### src/rtl/uop_pkg.sv
package uop_pkg;

   typedef enum logic [2:0] {
      MC_FETCH = 3'd0,
      MC_INDIR = 3'd1,
      MC_EXEC  = 3'd2,
      MC_INTR  = 3'd3,
      MC_HALT  = 3'd4
   } major_e;

   typedef struct packed {
      logic mar_pc;
      logic mar_ir;
      logic mar_save;
      logic mbr_mem;
      logic mbr_pc;
      logic mbr_inc;
      logic ir_mbr;
      logic iraddr_mbr;
      logic pc_inc;
      logic pc_ir;
      logic pc_vec;
      logic acc_add;
      logic rd;
      logic wr;
      logic ien_clr;
      logic last;
   } ctl_t;

endpackage

### src/rtl/uop_step_counter.sv
module uop_step_counter #(
   parameter int  NSTEPS      = 4,
   parameter bit  STEP_ONEHOT = 1'b1
) (
   input  logic              clk,
   input  logic              rst_n,
   input  logic              clr,
   input  logic              hold,
   output logic [NSTEPS-1:0] tstep
);
   localparam int CW = (NSTEPS > 1) ? $clog2(NSTEPS) : 1;

   generate
      if (STEP_ONEHOT) begin : g_ring
         logic [NSTEPS-1:0] ring_q;
         always_ff @(posedge clk or negedge rst_n) begin
            if (!rst_n)     ring_q <= NSTEPS'(1);
            else if (hold)  ring_q <= ring_q;
            else if (clr)   ring_q <= NSTEPS'(1);
            else            ring_q <= {ring_q[NSTEPS-2:0], ring_q[NSTEPS-1]};
         end
         assign tstep = ring_q;
      end else begin : g_bin
         logic [CW-1:0] cnt_q;
         always_ff @(posedge clk or negedge rst_n) begin
            if (!rst_n)                         cnt_q <= '0;
            else if (hold)                      cnt_q <= cnt_q;
            else if (clr || cnt_q == CW'(NSTEPS-1)) cnt_q <= '0;
            else                                cnt_q <= cnt_q + 1'b1;
         end
         assign tstep = NSTEPS'(1) << cnt_q;
      end
   endgenerate

endmodule

### src/rtl/uop_decoder.sv
module uop_decoder
   import uop_pkg::*;
#(
   parameter int          OPC_W  = 4,
   parameter int          NSTEPS = 4,
   parameter int unsigned OP_ADD = 0,
   parameter int unsigned OP_ISZ = 1,
   parameter int unsigned OP_BSA = 2,
   parameter int unsigned OP_HLT = 15
) (
   input  major_e            major,
   input  logic [NSTEPS-1:0] tstep,
   input  logic [OPC_W-1:0]  opcode,
   input  logic              ind_next,
   input  logic              mbr_zero,
   input  logic              ien,
   input  logic              irq,
   output ctl_t              ctl,
   output major_e            major_nx
);
   localparam int NOPS = 2 ** OPC_W;

   logic [NOPS-1:0] op_hot;

   generate
      for (genvar i = 0; i < NOPS; i++) begin : g_opdec
         assign op_hot[i] = (opcode == OPC_W'(i));
      end
   endgenerate

   logic is_add, is_isz, is_bsa, is_hlt;
   assign is_add = op_hot[OP_ADD];
   assign is_isz = op_hot[OP_ISZ];
   assign is_bsa = op_hot[OP_BSA];
   assign is_hlt = op_hot[OP_HLT];

   logic t1, t2, t3, t4;
   assign t1 = tstep[0];
   assign t2 = tstep[1];
   assign t3 = tstep[2];
   assign t4 = tstep[3];

   major_e after_exec;
   assign after_exec = (ien && irq) ? MC_INTR : MC_FETCH;

   always_comb begin
      ctl      = '0;
      major_nx = major;
      unique case (major)
         MC_FETCH: begin
            ctl.mar_pc  = t1;
            ctl.rd      = t2;
            ctl.mbr_mem = t2;
            ctl.pc_inc  = t2;
            ctl.ir_mbr  = t3;
            ctl.last    = t3;
            major_nx    = ind_next ? MC_INDIR : MC_EXEC;
         end
         MC_INDIR: begin
            ctl.mar_ir     = t1;
            ctl.rd         = t2;
            ctl.mbr_mem    = t2;
            ctl.iraddr_mbr = t3;
            ctl.last       = t3;
            major_nx       = MC_EXEC;
         end
         MC_EXEC: begin
            if (is_add) begin
               ctl.mar_ir  = t1;
               ctl.rd      = t2;
               ctl.mbr_mem = t2;
               ctl.acc_add = t3;
               ctl.last    = t3;
               major_nx    = after_exec;
            end else if (is_isz) begin
               ctl.mar_ir  = t1;
               ctl.rd      = t2;
               ctl.mbr_mem = t2;
               ctl.mbr_inc = t3;
               ctl.wr      = t4;
               ctl.pc_inc  = t4 && mbr_zero;
               ctl.last    = t4;
               major_nx    = after_exec;
            end else if (is_bsa) begin
               ctl.mar_ir  = t1;
               ctl.mbr_pc  = t1;
               ctl.pc_ir   = t2;
               ctl.wr      = t2;
               ctl.pc_inc  = t3;
               ctl.last    = t3;
               major_nx    = after_exec;
            end else if (is_hlt) begin
               ctl.last    = t1;
               major_nx    = MC_HALT;
            end else begin
               ctl.last    = t1;
               major_nx    = after_exec;
            end
            ctl.ien_clr = ctl.last && (major_nx == MC_INTR);
         end
         MC_INTR: begin
            ctl.mbr_pc   = t1;
            ctl.mar_save = t2;
            ctl.pc_vec   = t2;
            ctl.wr       = t3;
            ctl.last     = t3;
            major_nx     = MC_FETCH;
         end
         default: begin
            major_nx = MC_HALT;
         end
      endcase
   end

endmodule

### src/rtl/uop_datapath.sv
module uop_datapath
   import uop_pkg::*;
#(
   parameter int                WORD_W    = 16,
   parameter int                ADDR_W    = 11,
   parameter logic [ADDR_W-1:0] SAVE_ADDR = '0,
   parameter logic [ADDR_W-1:0] VEC_ADDR  = ADDR_W'(1)
) (
   input  logic              clk,
   input  logic              rst_n,
   input  ctl_t              ctl,
   input  logic [WORD_W-1:0] rdata,
   output logic [ADDR_W-1:0] mar,
   output logic [WORD_W-1:0] mbr,
   output logic [WORD_W-1:0] ir,
   output logic [ADDR_W-1:0] pc,
   output logic [WORD_W-1:0] acc
);
   localparam int PAD_W = WORD_W - ADDR_W;

   always_ff @(posedge clk or negedge rst_n) begin
      if (!rst_n) begin
         mar <= '0;
         mbr <= '0;
         ir  <= '0;
         pc  <= '0;
         acc <= '0;
      end else begin
         if (ctl.mar_pc)        mar <= pc;
         else if (ctl.mar_ir)   mar <= ir[ADDR_W-1:0];
         else if (ctl.mar_save) mar <= SAVE_ADDR;

         if (ctl.mbr_mem)       mbr <= rdata;
         else if (ctl.mbr_pc)   mbr <= {{PAD_W{1'b0}}, pc};
         else if (ctl.mbr_inc)  mbr <= mbr + 1'b1;

         if (ctl.ir_mbr)          ir <= mbr;
         else if (ctl.iraddr_mbr) ir[ADDR_W-1:0] <= mbr[ADDR_W-1:0];

         if (ctl.pc_inc)        pc <= pc + 1'b1;
         else if (ctl.pc_ir)    pc <= ir[ADDR_W-1:0];
         else if (ctl.pc_vec)   pc <= VEC_ADDR;

         if (ctl.acc_add)       acc <= acc + mbr;
      end
   end

endmodule

### src/rtl/uop_sequencer.sv
module uop_sequencer
   import uop_pkg::*;
#(
   parameter int                WORD_W      = 16,
   parameter int                OPC_W       = 4,
   parameter int                ADDR_W      = 11,
   parameter int                NSTEPS      = 4,
   parameter bit                STEP_ONEHOT = 1'b1,
   parameter logic [ADDR_W-1:0] SAVE_ADDR   = '0,
   parameter logic [ADDR_W-1:0] VEC_ADDR    = ADDR_W'(1),
   parameter int unsigned       OP_ADD      = 0,
   parameter int unsigned       OP_ISZ      = 1,
   parameter int unsigned       OP_BSA      = 2,
   parameter int unsigned       OP_HLT      = 15
) (
   input  logic              clk,
   input  logic              rst_n,
   input  logic              irq,
   output logic              mem_rd,
   output logic              mem_wr,
   output logic [ADDR_W-1:0] mem_addr,
   output logic [WORD_W-1:0] mem_wdata,
   input  logic [WORD_W-1:0] mem_rdata,
   output logic [ADDR_W-1:0] pc_out,
   output logic [WORD_W-1:0] acc_out
);
   localparam int IND_BIT = ADDR_W;

   generate
      if (OPC_W + 1 + ADDR_W != WORD_W) begin : g_bad_fmt
         $error("word must hold opcode, indirect flag and address exactly");
      end
      if (NSTEPS < 4) begin : g_bad_steps
         $error("at least four timing steps are needed");
      end
      if (OP_ADD >= 2**OPC_W || OP_ISZ >= 2**OPC_W ||
          OP_BSA >= 2**OPC_W || OP_HLT >= 2**OPC_W) begin : g_bad_op
         $error("opcode value does not fit the opcode field");
      end
   endgenerate

   major_e            major_q, major_nx;
   logic              ien_q;
   logic              halted;
   ctl_t              ctl;
   logic [NSTEPS-1:0] tstep;
   logic [ADDR_W-1:0] mar, pc;
   logic [WORD_W-1:0] mbr, ir, acc;

   assign halted = (major_q == MC_HALT);

   uop_step_counter #(
      .NSTEPS      (NSTEPS),
      .STEP_ONEHOT (STEP_ONEHOT)
   ) u_steps (
      .clk   (clk),
      .rst_n (rst_n),
      .clr   (ctl.last),
      .hold  (halted),
      .tstep (tstep)
   );

   uop_decoder #(
      .OPC_W  (OPC_W),
      .NSTEPS (NSTEPS),
      .OP_ADD (OP_ADD),
      .OP_ISZ (OP_ISZ),
      .OP_BSA (OP_BSA),
      .OP_HLT (OP_HLT)
   ) u_dec (
      .major    (major_q),
      .tstep    (tstep),
      .opcode   (ir[WORD_W-1 -: OPC_W]),
      .ind_next (mbr[IND_BIT]),
      .mbr_zero (mbr == '0),
      .ien      (ien_q),
      .irq      (irq),
      .ctl      (ctl),
      .major_nx (major_nx)
   );

   uop_datapath #(
      .WORD_W    (WORD_W),
      .ADDR_W    (ADDR_W),
      .SAVE_ADDR (SAVE_ADDR),
      .VEC_ADDR  (VEC_ADDR)
   ) u_dp (
      .clk   (clk),
      .rst_n (rst_n),
      .ctl   (ctl),
      .rdata (mem_rdata),
      .mar   (mar),
      .mbr   (mbr),
      .ir    (ir),
      .pc    (pc),
      .acc   (acc)
   );

   always_ff @(posedge clk or negedge rst_n) begin
      if (!rst_n) begin
         major_q <= MC_FETCH;
         ien_q   <= 1'b1;
      end else begin
         if (ctl.last)    major_q <= major_nx;
         if (ctl.ien_clr) ien_q   <= 1'b0;
      end
   end

   assign mem_rd    = ctl.rd;
   assign mem_wr    = ctl.wr;
   assign mem_addr  = mar;
   assign mem_wdata = mbr;
   assign pc_out    = pc;
   assign acc_out   = acc;

endmodule

### config.mk
export PLATFORM = sky130hd
export DESIGN_NAME = uop_sequencer
export DESIGN_NICKNAME = d
export VERILOG_FILES = /design/src/rtl/uop_pkg.sv /design/src/rtl/uop_step_counter.sv /design/src/rtl/uop_decoder.sv /design/src/rtl/uop_datapath.sv /design/src/rtl/uop_sequencer.sv
export SDC_FILE = /design/constraint.sdc
export NUM_CORES = 1
export LEC_CHECK = 0
export BUFFER_PORTS_ARGS = -buffer_cell sky130_fd_sc_hd__buf_2
export CAP_MARGIN = 20
export CORE_ASPECT_RATIO = 1.4
export CORE_UTILIZATION = 30
export CTS_BUF_LIST = sky130_fd_sc_hd__clkbuf_16
export DETAILED_ROUTE_END_ITERATION = 16
export HOLD_SLACK_MARGIN = 0.06
export SYNTH_ARGS = -nofsm -noshare
export SYNTH_HDL_FRONTEND = slang
export SYNTH_HIERARCHICAL = 1
export SYNTH_SLANG_ARGS = --single-unit
### constraint.sdc
create_clock -name clk -period 3.3 [get_ports clk]
set_clock_uncertainty 0.05 [all_clocks]
set_input_delay 0.165 -clock clk [delete_from_list [all_inputs] [get_ports clk]]
set_output_delay 0.165 -clock clk [all_outputs]
set_load 0.03 [all_outputs]
== Word level (Yosys, flattened, before mapping) ==
Index checks and enable logic that the tools add are counted.

* Register bits: 78
* Bits in latches: 0
* Output and inout port bits: 56
* Input port bits: 19
* Memory bits (writable): 0
* Bits in read-only memories: 0
* Word-level logic and storage cells: 86
* Memories: 0

* Reduce and logical (&&, ||, !) cells: 12
* Equality and inequality tests: 8
* Bitwise logic cells: 0
* Divide/modulo/power cells: 0
* Shift-type cells: 0
* Muxes and demuxes: 54
* Add/sub/neg operators: 3
* Order comparisons: 0
* Multiply operators: 0

{| class="wikitable"
|+ Operators with widths
! cell !! count
|-
| 11-bit two-way mux || 8
|-
| 16-bit two-way mux || 3
|-
| 1-bit two-way mux || 25
|-
| 16-bit by 1-bit adder with 16-bit output (second input constant) || 1
|-
| 16-bit adder || 1
|-
| 16-bit zero test || 1
|-
| 3-bit two-way mux || 5
|-
| 1-bit case mux with 2 select lines || 6
|-
| 3-bit case mux with 4 select lines || 1
|-
| 11-bit by 1-bit adder with 11-bit output (second input constant) || 1
|-
| 2-bit two-way mux || 5
|-
| 3-bit by 2-bit == test with 1-bit output (second input constant) || 3
|-
| 3-bit nonzero test || 3
|-
| 4-bit by 1-bit == test with 1-bit output (second input constant) || 1
|-
| 4-bit by 2-bit == test with 1-bit output (second input constant) || 1
|-
| 4-bit == test (second input constant) || 1
|-
| 4-bit zero test || 1
|-
| 4-bit two-way mux || 1
|-
| 3-bit by 1-bit == test with 1-bit output (second input constant) || 1
|-
| 3-bit == test (second input constant) || 1
|-
| 1-bit logical AND || 3
|-
| 3-bit zero test || 1
|-
| 3-bit OR reduction || 1
|-
| 2-bit nonzero test || 1
|-
| 2-bit OR reduction || 1
|}

== Depth between registers and ports, before layout ==
Gate-level depths: netlist of the first run.

* Depth in word-level cells: 10
* Depth in mapped cells: 10
* Gate-level depth less buffers: 10

== By module ==
Netlist of the first run, hierarchy kept.

{| class="wikitable"
|+ By module, submodules not included
! module !! area an instance (µm²) !! times used !! cells each
|-
| uop_datapath || 4083.9 || 1 || 421
|-
| uop_decoder || 344.1 || 1 || 56
|-
| uop_sequencer || 182.7 || 1 || 14
|-
| uop_step_counter || 156.4 || 1 || 15
|}

== Worst setup path before layout of the first run ==
No wires, ideal clock.

* Path kind: reg2reg
* Start: reg major_q[2]
* End: reg u_dp.mbr[15]
* Buffers on the path: 3
* Slack: 0.794 ns
* Period minus slack after synthesis: 2.506 ns
* Setup time: 0.121 ns
* Required time: 3.129 ns
* Data arrival time: 2.334 ns
* Stages on the path, launching flop included: 9
* Cell sequence: dfrtp_1 -> or3b_4 -> and2b_1 -> o21a_1 -> buf_4 -> clkbuf_1 -> clkbuf_1 -> nor2_1 -> a22o_1

* Cells in the longest elaborated chain, start to end: 4
* Elaborated cells between the ends (all ways): 11
* Those cells by class: eq/ne (3); mux (5); reduce/logical (3)

{| class="wikitable"
|+ Ends and longest elaborated chain
! item !! line !! source
|-
| start: declaration || uop_sequencer.sv:42 || <nowiki>major_e major_q, major_nx;</nowiki>
|-
| start signal: assignment || uop_sequencer.sv:104 || <nowiki>if (ctl.last) major_q <= major_nx;</nowiki>
|-
| 3-bit by 1-bit == test with 1-bit output / 3-bit zero test (equally long branches) || n/a ||
|-
| 2-bit OR reduction (no line) || n/a ||
|-
| 1-bit case mux with 2 select lines * || n/a ||
|-
| via mem_rd || uop_sequencer.sv:19 || <nowiki>output logic mem_rd,</nowiki>
|-
| 3-bit nonzero test (no line) / 16-bit two-way mux (equally long branches) || n/a ||
|-
| end signal: assignment || uop_datapath.sv:33 || <nowiki>if (ctl.mbr_mem) mbr <= rdata;</nowiki>
|-
| end signal: assignment || uop_datapath.sv:34 || <nowiki>else if (ctl.mbr_pc) mbr <= {{PAD_W{1'b0}}, pc};</nowiki>
|-
| end signal: assignment || uop_datapath.sv:35 || <nowiki>else if (ctl.mbr_inc) mbr <= mbr + 1'b1;</nowiki>
|-
| end: declaration || uop_datapath.sv:14 || <nowiki>output logic [WORD_W-1:0] mbr,</nowiki>
|}

The timed path passes the listed nets; every way through them passes the cells marked *.
A chain may end at the register's enable or synchronous reset.

== Worst setup path after layout of the first run ==
* Start: reg major_q[2]
* End: out mem_rd

* Cells in the longest elaborated chain, start to end: 3
* Elaborated cells between the ends (all ways): 5
* Those cells by class: eq/ne (2); mux (1); reduce/logical (2)

{| class="wikitable"
|+ Ends and longest elaborated chain
! item !! line !! source
|-
| 3-bit by 1-bit == test with 1-bit output / 3-bit zero test (equally long branches) || uop_decoder.sv:49 || <nowiki>unique case (major)</nowiki>
|-
| 2-bit OR reduction (no line) || n/a ||
|-
| 1-bit case mux with 2 select lines * || uop_decoder.sv:49 ||
|-
| end: declaration || uop_sequencer.sv:19 ||
|}

Every way passes the cells marked *; elsewhere a longest branch is shown, timed or not.

==> results.md, run 1 <==
- Setup TNS: 0 ns
- Clock tree buffer depth: 2
- First drt pass iteration count: 5
- Final worst path period share: 0.843
- Setup ws final: 0.517 ns
- Worst Path Buf+Inv: 2
- Setup violations, final: 0
- CTS resizes: 0
- Total GRT Usage: 0.173
- Global-route wire length before repair: 21,700 um
- Max Clk Rate: about 0.36 GHz
- Total wire length: 13,400 um
- Max_slew headroom: 0.470
- Nature of the critical path endpoint: output port
- Iteration-0 DRC Markers: 264
- Crit path largest cell delay: 0.52 ns
- H-tree level count: 3
- Port bufs: 74
- Leak Pwr: 2.72 nW
- Final critical-path required period: approximately 2.8 ns
- Starting Density: 0.312
- CTS tree: done
- Initial antenna violation count: 0
- Req. time, crit path: 3.08 ns
- RSZ-0062 raised after global routing: false
- Via Count: roughly 4,300
- Top delay family on crit path: simple AND/OR/NAND/NOR gates
- Clk_lat worst skew: 0.34 ns
- Rows: 53
- GRT overflow: 0
- Largest net degree at the start of global routing: 78
- TritonCTS Buffers: 9
- Die area: 0.0163 mm2
- Place WS: slightly below 0.6 ns
- Worst slew pin tran: just under 0.8 ns
- Syn Inst Count: 504
- Yosys Warn Count: 6
- DPL Wire Length: 9880 um
- Layout area overhead: 22.2%
- Crit-path cells: or3b_4 -> and2b_1 -> o21a_1 -> buf_4 -> buf_2
- DRC: 0
- P_sw: around 0.44 mW
- Mapped cell area: approximately 0.0047 mm2
- Vias in the first global route: 4,202
- CTS root buffer: clkbuf_16
- Layout net count: roughly 630
- Status: finished clean
- Mean post-synth cell area: 9.39 um2
- Via density: ~5.4
- Detailed-route wire length per cell: 17.0 um
- Worst Path Arrival: 2.57 ns
- Number of max-slew violations in the final report: 0
- Highest-delay cell along the critical path: o21a_1
- Worst hold path type: primary input to register
- Clock power share: 0.502
- TritonCTS Sinks: 77
- FILL cells: 1,514
- Critical Path Source Type: register
- Combinational share of power: 0.025
- Max-cap violations: 0
- Seq pwr share: 0.473
- Core ar.: ~0.015 mm2
- Pint: 1.55 mW
- Antenna cell count: 0
- Mapped Nets: 541
- Die height: 151 um
- PD cells: 345 mW/mm2
- Switch share: 0.221
- GP Congestion: 0.914
- DIE WIDTH: roughly 110 um
- Share of post-route cells with drive strength above 1: 0.241
- Clock-pin slew on the worst setup and hold paths: 0.06 ns
- Setup Crit Path Kind: register to output port
- Detail Route Antenna Nets: 0
- CP Max Fanout: 20
- I/O pins: 75
- Peak supply drop: 0.000255 V
- Final hold vios: 0
## metal layers
| layer | GRT usage | vias up | part of all wire |
|---|---|---|---|
| met1 | 0.205 | 2102 | 0.41 |
| met3 | 0.0290 | 16 | 0.048 |
| li1 | - | 2016 | - |
| met5 | 0 | - | 0 |
| met2 | 0.312 | 139 | 0.53 |
| met4 | 0.0555 | 0 | 0.014 |
## worst reg2reg max path, stage by stage, from the launching register on
cell and delay, ns:
dfrtp_1 0.46, or3b_4 0.47, and2b_1 0.26, and3_1 0.45, and4_1 0.41, nor2b_1 0.19
xor2_1 0.15, mux2i_1 0.08, o21ai_0 0.14
## path summary, 6_finish.rpt
| kind | startpoint | end | slack, ns | cells past startpoint |
|---|---|---|---|---|
| worst max-delay path | major_q[2] | mem_rd | 0.52 | 5 |
| worst min-delay path | mem_rdata[14] | u_dp/mbr[14] | 0.07 | 3 |
| worst max register to register | major_q[2] | u_dp/mbr[7] | 0.55 | 8 |
| worst min register to register | u_dp/acc[15] | u_dp/acc[15] | 0.42 | 1 |
| max in group asynchronous | rst_n | u_dp/acc[10] | 2.44 | 3 |
| min in group asynchronous | rst_n | u_steps/tstep[2] | 0.16 | 2 |
## stage by stage
stage / utilization / hold slack [ns] / power, mW / instance area, um2 / instances
after floorplan: - / -0.181 / 0.962 / 4730 / 504
after global placement: 0.350 / 0.343 / 0.996 / 5320 / 759
after detailed placement: 0.350 / 0.337 / 0.997 / 5320 / 759
after CTS: 0.379 / 0.0601 / 2.02 / 5750 / 788
after global routing: 0.381 / 0.0702 / 2.08 / 5780 / 789
final: 0.381 / 0.0692 / 2.00 / 5780 / 789
## power by group through the flow
stage | clock network [mW] | logic, mW | registers [mW]
floorplan | 0 | 0.0000302 | 0.962
global placement | 0 | 0.0345 | 0.961
detailed placement | 0 | 0.0351 | 0.961
CTS | 1.03 | 0.0470 | 0.944
global route | 1.08 | 0.0549 | 0.943
finish | 1.00 | 0.0494 | 0.944
## cells in the final DEF (no fill, tap or decap), types with 8 or more instances in the layout
master         instances
and3_1                13
ha_1                  17
o21ai_0               47
xnor2_1               11
nor3_1                 9
inv_1                 21
buf_4                 13
xor2_1                12
dlygate4sd3_1         13
mux2_2                27
a21oi_1               38
nor2b_1                8
dfrtp_1               75
nor2_1                25
buf_2                 73
a21o_1                 8
a22oi_1               12
clkbuf_16              9
nand3_1               10
nand2_1               51
## state kept, by name (all words and copies together), names as in the netlist
name           cells
u_dp/ir           15
major_q            3
u_dp/mbr          16
u_dp/pc           11
u_dp/acc          16
u_dp/mar          11
ien_q              1
u_steps/tstep      4
## area by class of cell
class | instances | area, um2 | area share
timing repair buffer | 100 | 621 | 0.107
sequential | 77 | 1930 | 0.334
multi-input combinational | 384 | 2610 | 0.452
inverter | 20 | 75.1 | 0.0130
clock buffer | 9 | 225 | 0.0390
clock inverter | 7 | 75.1 | 0.0130
tap | 192 | 240 | 0.0416
## repair_timing
item / in CTS / in global routing
hold endpoints to repair: 87 / 0
hold buffers: 13 / 0
setup buffers: 0 / 0
Note: power is estimated with default switching activity, not from simulation.
==> run 2: changes to the inputs <==
Clock period 3.3 ns to 2.4 ns, I/O delays scaled along.
==> run 2 against run 1 <==
Non-clock buffer count increased by 32. Clock power up 28%. Total power is 32% higher. Critical path depth up 3. Critical path type is now register to register. Critical endpoint is now u_dp/mbr[7]. Highest routed layer unchanged.
==> results.md, run 2 (synthesis gave the netlist of run 1 again) <==
- Max Clk Rate: around 0.44 GHz
- Worst Path Arrival: roughly 2.5 ns
- Most Crowded Layer GR: met2
- Grt met1 use: 0.203
- DIE WIDTH: 108 um
- Antenna cell count: 0
- Biggest regs: u_dp/acc (16), u_dp/mbr (16), u_dp/ir (15)
- Detail Route Antenna Nets: 0
- Crit path largest cell delay: 0.44 ns
- RSZ-0062 raised after global routing: true
- Met2 Use GR: 0.332
- Clock-pin slew on the worst setup and hold paths: 0.06 ns
- Starting Density: 0.312
- Nature of the critical path endpoint: register
- Post-layout util: 0.400
- Worst slew pin tran: 0.978 ns
- CP Max Fanout: 5
- Clock tree buffer depth: 2
- GRT overflow: 0
- Placed cells: 791
- Status: finished clean
- Port bufs: 74
- Peak supply drop: 0.000302 V
- Leak Pwr: 2.87 nW
- Share of post-route cells with drive strength above 1: 0.302
- Post-DP Area: around 0.0056 mm2
- Req. time, crit path: roughly 2.6 ns
- Layout net count: about 660
- R2R depth: 8
- Number of max-slew violations in the final report: 0
- Global-route wire length before repair: 22,200 um
- Final critical-path required period: 2.30 ns
- Via Count: 4,347
- Clk_lat worst skew: 0.33 ns
- Detailed-route wire length per cell: 17.2 um
- Worst Path Buf+Inv: 0
- First drt pass iteration count: 4
- Via density: 5.29
- Final hold vios: 0
- Core ar.: 0.0152 mm2
- Largest net degree at the start of global routing: 29
- Top delay family on crit path: simple AND/OR/NAND/NOR gates
- DPL Wire Length: 10,800 um
- DRC: 0
- CTS root buffer: clkbuf_16
- Layout area overhead: 28.3%
- CTS tree: done
- TritonCTS Buffers: 9
- Max_slew headroom: 0.346
- Fin area: 0.00607 mm2
- Most frequent cells in the layout: 73 x buf_2, 73 x dfrtp_1, 51 x nand2_1
- Die height: about 150 um
- Highest-delay cell along the critical path: or3b_4
- Crit-path cells: or3b_4 -> and2b_1 -> and3_1 -> and4_2 -> nor2b_1 -> xor2_1 -> mux2i_1 -> o21ai_0
- I/O pins: between 70 and 80
- Vias in the first global route: 4,277
- Non-Filler Instances: 821
- Setup violations, final: 0
- Initial antenna violation count: 0
- Rows: 53
- Die area: 0.0163 mm2
- H-tree level count: 3
- Total wire length: 14,100 um
- Post-CTS Setup Bufs: 0
- TritonCTS Sinks: 77
- Max-cap violations: 0
- Critical Path Source Type: register
- Hold Crit Depth: 4
- Stages on worst setup path: 8
- M3 GR Usage: 0.0247
- GP Congestion: 0.883
- Worst hold path type: primary input to register
- Total GRT Usage: 0.179
- PD cells: 435 mW/mm2
- Final worst path period share: 0.958
- Setup Crit Path Kind: register to register
- Iteration-0 DRC Markers: 284
-- run 2: changes by cell type in the layout (fill, tap and decap cells not counted), sizes merged --
cell and change:
buf +31, clkinv +2, bufinv -1, dlygate4sd3 +1
inv -1
-- run 2: path summary, 6_finish.rpt --
path                               from     endpoint  slack, ns
min in group asynchronous         rst_n  u_dp/ir[14]       0.22
hold reg to reg                   ien_q        ien_q       0.44
setup reg to reg             major_q[2]  u_dp/mbr[7]       0.10
hold / removal             mem_rdata[6]  u_dp/mbr[6]       0.13
setup / recovery             major_q[2]  u_dp/mbr[7]       0.10
max in group asynchronous         rst_n   u_dp/ir[8]       1.40
-- run 2: stage by stage --
step | power (mW) | setup WS (ns) | hold slack, ns | TNS (ns)
detailed placement | 1.37 | 0.0516 | 0.0524 | 0
finish | 2.64 | 0.102 | 0.135 | 0
CTS | 2.69 | 0.0399 | 0.110 | 0
floorplan | 1.32 | 0.00133 | -0.226 | 0
global placement | 1.37 | 0.0662 | 0.0345 | 0
global route | 2.74 | -0.0151 | 0.140 | -0.0210
-- run 2: cell type report --
class                   instances  area (um2)
clock buffers                   9         225
clock inverters                 7        51.3
fillers                      1488        9120
inverters                      20        75.1
multi-input cells             384        2670
flip-flops and latches         77        1930
well taps                     192         240
repair buffers                132         876
-- run 2: repair_timing --
item / CTS / global route
endpoints found under the hold margin: 61 / 0
gates resized for setup: 0 / 17
hold buffers: 14 / 0
setup endpoints to repair: 0 / 17
-- run 2: worst register-to-register path, cell delays in order, from the launching register on --
cell and delay [ns]:
dfrtp_1 0.38, or3b_4 0.44, and2b_1 0.22, and3_1 0.24
and4_2 0.32, nor2b_1 0.17, xor2_1 0.16, mux2i_1 0.08
o21ai_0 0.15
-- run 2: per-layer routing --
metal,routed length [um],vias to the layer above,share of wire
met4,334,0,0.024
met3,502,23,0.036
li1,-,2075,-
met1,5750,2131,0.41
met2,7520,118,0.53
met5,0,-,0
-- run 2: report_power, final --
| part | leakage [nW] | internal, mW | switching [mW] |
|---|---|---|---|
| combinational | 1.75 | 0.0299 | 0.0365 |
| sequential | 0.990 | 1.30 | 0 |
| clock | 0.132 | 0.704 | 0.573 |
| total | 2.87 | 2.03 | 0.610 |
==> run 3: changes to the inputs <==
Settings changed: CORE_ASPECT_RATIO 1.4 to 1.1, CORE_UTILIZATION 30 to 45, PLACE_DENSITY set to 0.68.
==> run 3 against run 2 <==
Core utilization increased by 20 points. Die area decreased by 33%. Critical path depth decreased by 2. Sequential share of layout area increased by 0.25 points. Sequential power about the same. Hold slack got worse by 0.045 ns. Global-route usage increased by 6.4 points. First-iteration DRC count decreased by 11%. Fmax decreased by 0.58%. Final cell count decreased by 6.5%. Via count increased by 0.53%. Highest routed layer unchanged.
==> results.md, run 3 (synthesis gave the netlist of run 1 again) <==
- Clock tree buffer depth: 2
- Max_slew headroom: 0.414
- Status: finished clean
- Via density: approximately 5.7
- Initial antenna violation count: 0
- Worst Path Arrival: 2.14 ns
- Vias in the first global route: 4,125
- Final critical-path required period: 2.31 ns
- Final Power: 2.70 mW
- DPL Wire Length: 9490 um
- CTS root buffer: clkbuf_16
- Clk_lat worst skew: ~0.34 ns
- Most common cell after layout, fill and taps aside: buf_2
- Nature of the critical path endpoint: output port
- Core ar.: 0.0100 mm2
- Total GRT Usage: 0.243
- Global-route wire length before repair: ~20,000 um
- Layout area overhead: 27.3%
- Rows: 38
- Worst slew pin tran: 0.875 ns
- Biggest regs: u_dp/acc (16), u_dp/mbr (16), u_dp/ir (15)
- CP Max Fanout: 11
- Critical Path Source Type: register
- PD cells: 448 mW/mm2
- Final hold vios: 0
- Starting Density: 0.472
- GP Congestion: between 0.8 and 0.9
- Port bufs: 74
- FILL cells: just over 900
- Number of max-slew violations in the final report: 0
- Die height: 110 um
- Max-cap violations: 0
- CTS tree: done
- Detail Route Antenna Nets: 0
- Leak Pwr: about 2.9 nW
- Multi-input gate area: ~0.0027 mm2
- Largest net degree at the start of global routing: 53
- Antenna cell count: 0
- GRT overflow: 0
- Peak supply drop: around 0.00037 V
- DIE WIDTH: roughly 100 um
- R2R Setup Slk: about 0.12 ns
- Worst hold path type: primary input to register
- Total wire length: between 10,000 and 15,000 um
- Clock-pin slew on the worst setup and hold paths: 0.06 ns
- Detailed-route wire length per cell: 16.5 um
- Via Count: 4,370
- TritonCTS Buffers: 9
- Setup Crit Path Kind: register to output port
- RSZ-0062 raised after global routing: true
- Place WS: just over 0.07 ns
- Layout net count: 660
- DRC: 0
- Placed cells: between 700 and 800
- Die area: between 0.01 and 0.015 mm2
- Iteration-0 DRC Markers: 254
- Setup TNS: 0 ns
- Setup violations, final: 0
- Setup ws final: 0.0886 ns
- Register area: 0.00193 mm2
- Share of post-route cells with drive strength above 1: 0.299
- First drt pass iteration count: 5
- Non-Filler Instances: ~770
- TritonCTS Sinks: 77
- H-tree level count: 3
- Most frequent cells in the layout: 73 x buf_2, 72 x dfrtp_1, 51 x nand2_1
- Req. time, crit path: between 2 and 2.5 ns
- Max Clk Rate: 0.433 GHz
- Final worst path period share: 0.963
- I/O pins: 75
[run 3: through the flow]
stage           util  cell area [um2]  hold WS (ns)
6_report       0.601             6020        0.0899
5_1_grt        0.601             6020         0.150
4_1_cts        0.590             5920        0.0822
3_5_place_dp   0.547             5490         0.160
3_3_place_gp   0.547             5490         0.149
2_1_floorplan      -             4730        -0.226
[run 3: layout make-up]
type,count,area share
clock buffers,9,0.0374
clock inverters,7,0.0112
inverters,20,0.0125
multi-input cells,384,0.448
flip-flops and latches,77,0.321
well taps,140,0.0291
repair buffers,131,0.141
[run 3: power breakdown]
group / internal [mW] / switching [mW]
Combinational: 0.0276 / 0.0331
Clock: 0.799 / 0.543
Sequential: 1.30 / 0
Total: 2.12 / 0.576
[run 3: final timing paths]
path / from / cells after the start / to
max in group asynchronous: rst_n / 3 / u_dp/acc[9]
setup / recovery: major_q[2] / 6 / mem_rd
setup reg to reg: u_dp/mbr[4] / 7 / u_dp/acc[9]
hold / removal: mem_rdata[6] / 4 / u_dp/mbr[6]
hold reg to reg: u_dp/acc[15] / 1 / u_dp/acc[15]
min in group asynchronous: rst_n / 2 / u_steps/tstep[3]
[run 3: critical path, cell delays in order, from the launching register on]
cell and delay, ns:
dfrtp_1 0.38, or3b_4 0.44, and2b_1 0.23, buf_4 0.12
o21a_2 0.21, buf_4 0.21, buf_2 0.22
[run 3: timing repair]
action | in CTS | in global routing
hold buffers | 14 | 0
endpoints found under the setup margin | 0 | 15
buffers inserted | 0 | 2
hold endpoints to repair | 61 | 0
gates resized for setup | 0 | 19
[run 3: per-layer routing]
metal / wire length [um] / vias up / GRT usage
met3: 674 / 22 / 0.0521
met2: 6100 / 146 / 0.405
li1: - / 2072 / -
met4: 274 / 0 / 0.0851
met1: 5600 / 2130 / 0.311
met5: 0 / - / 0
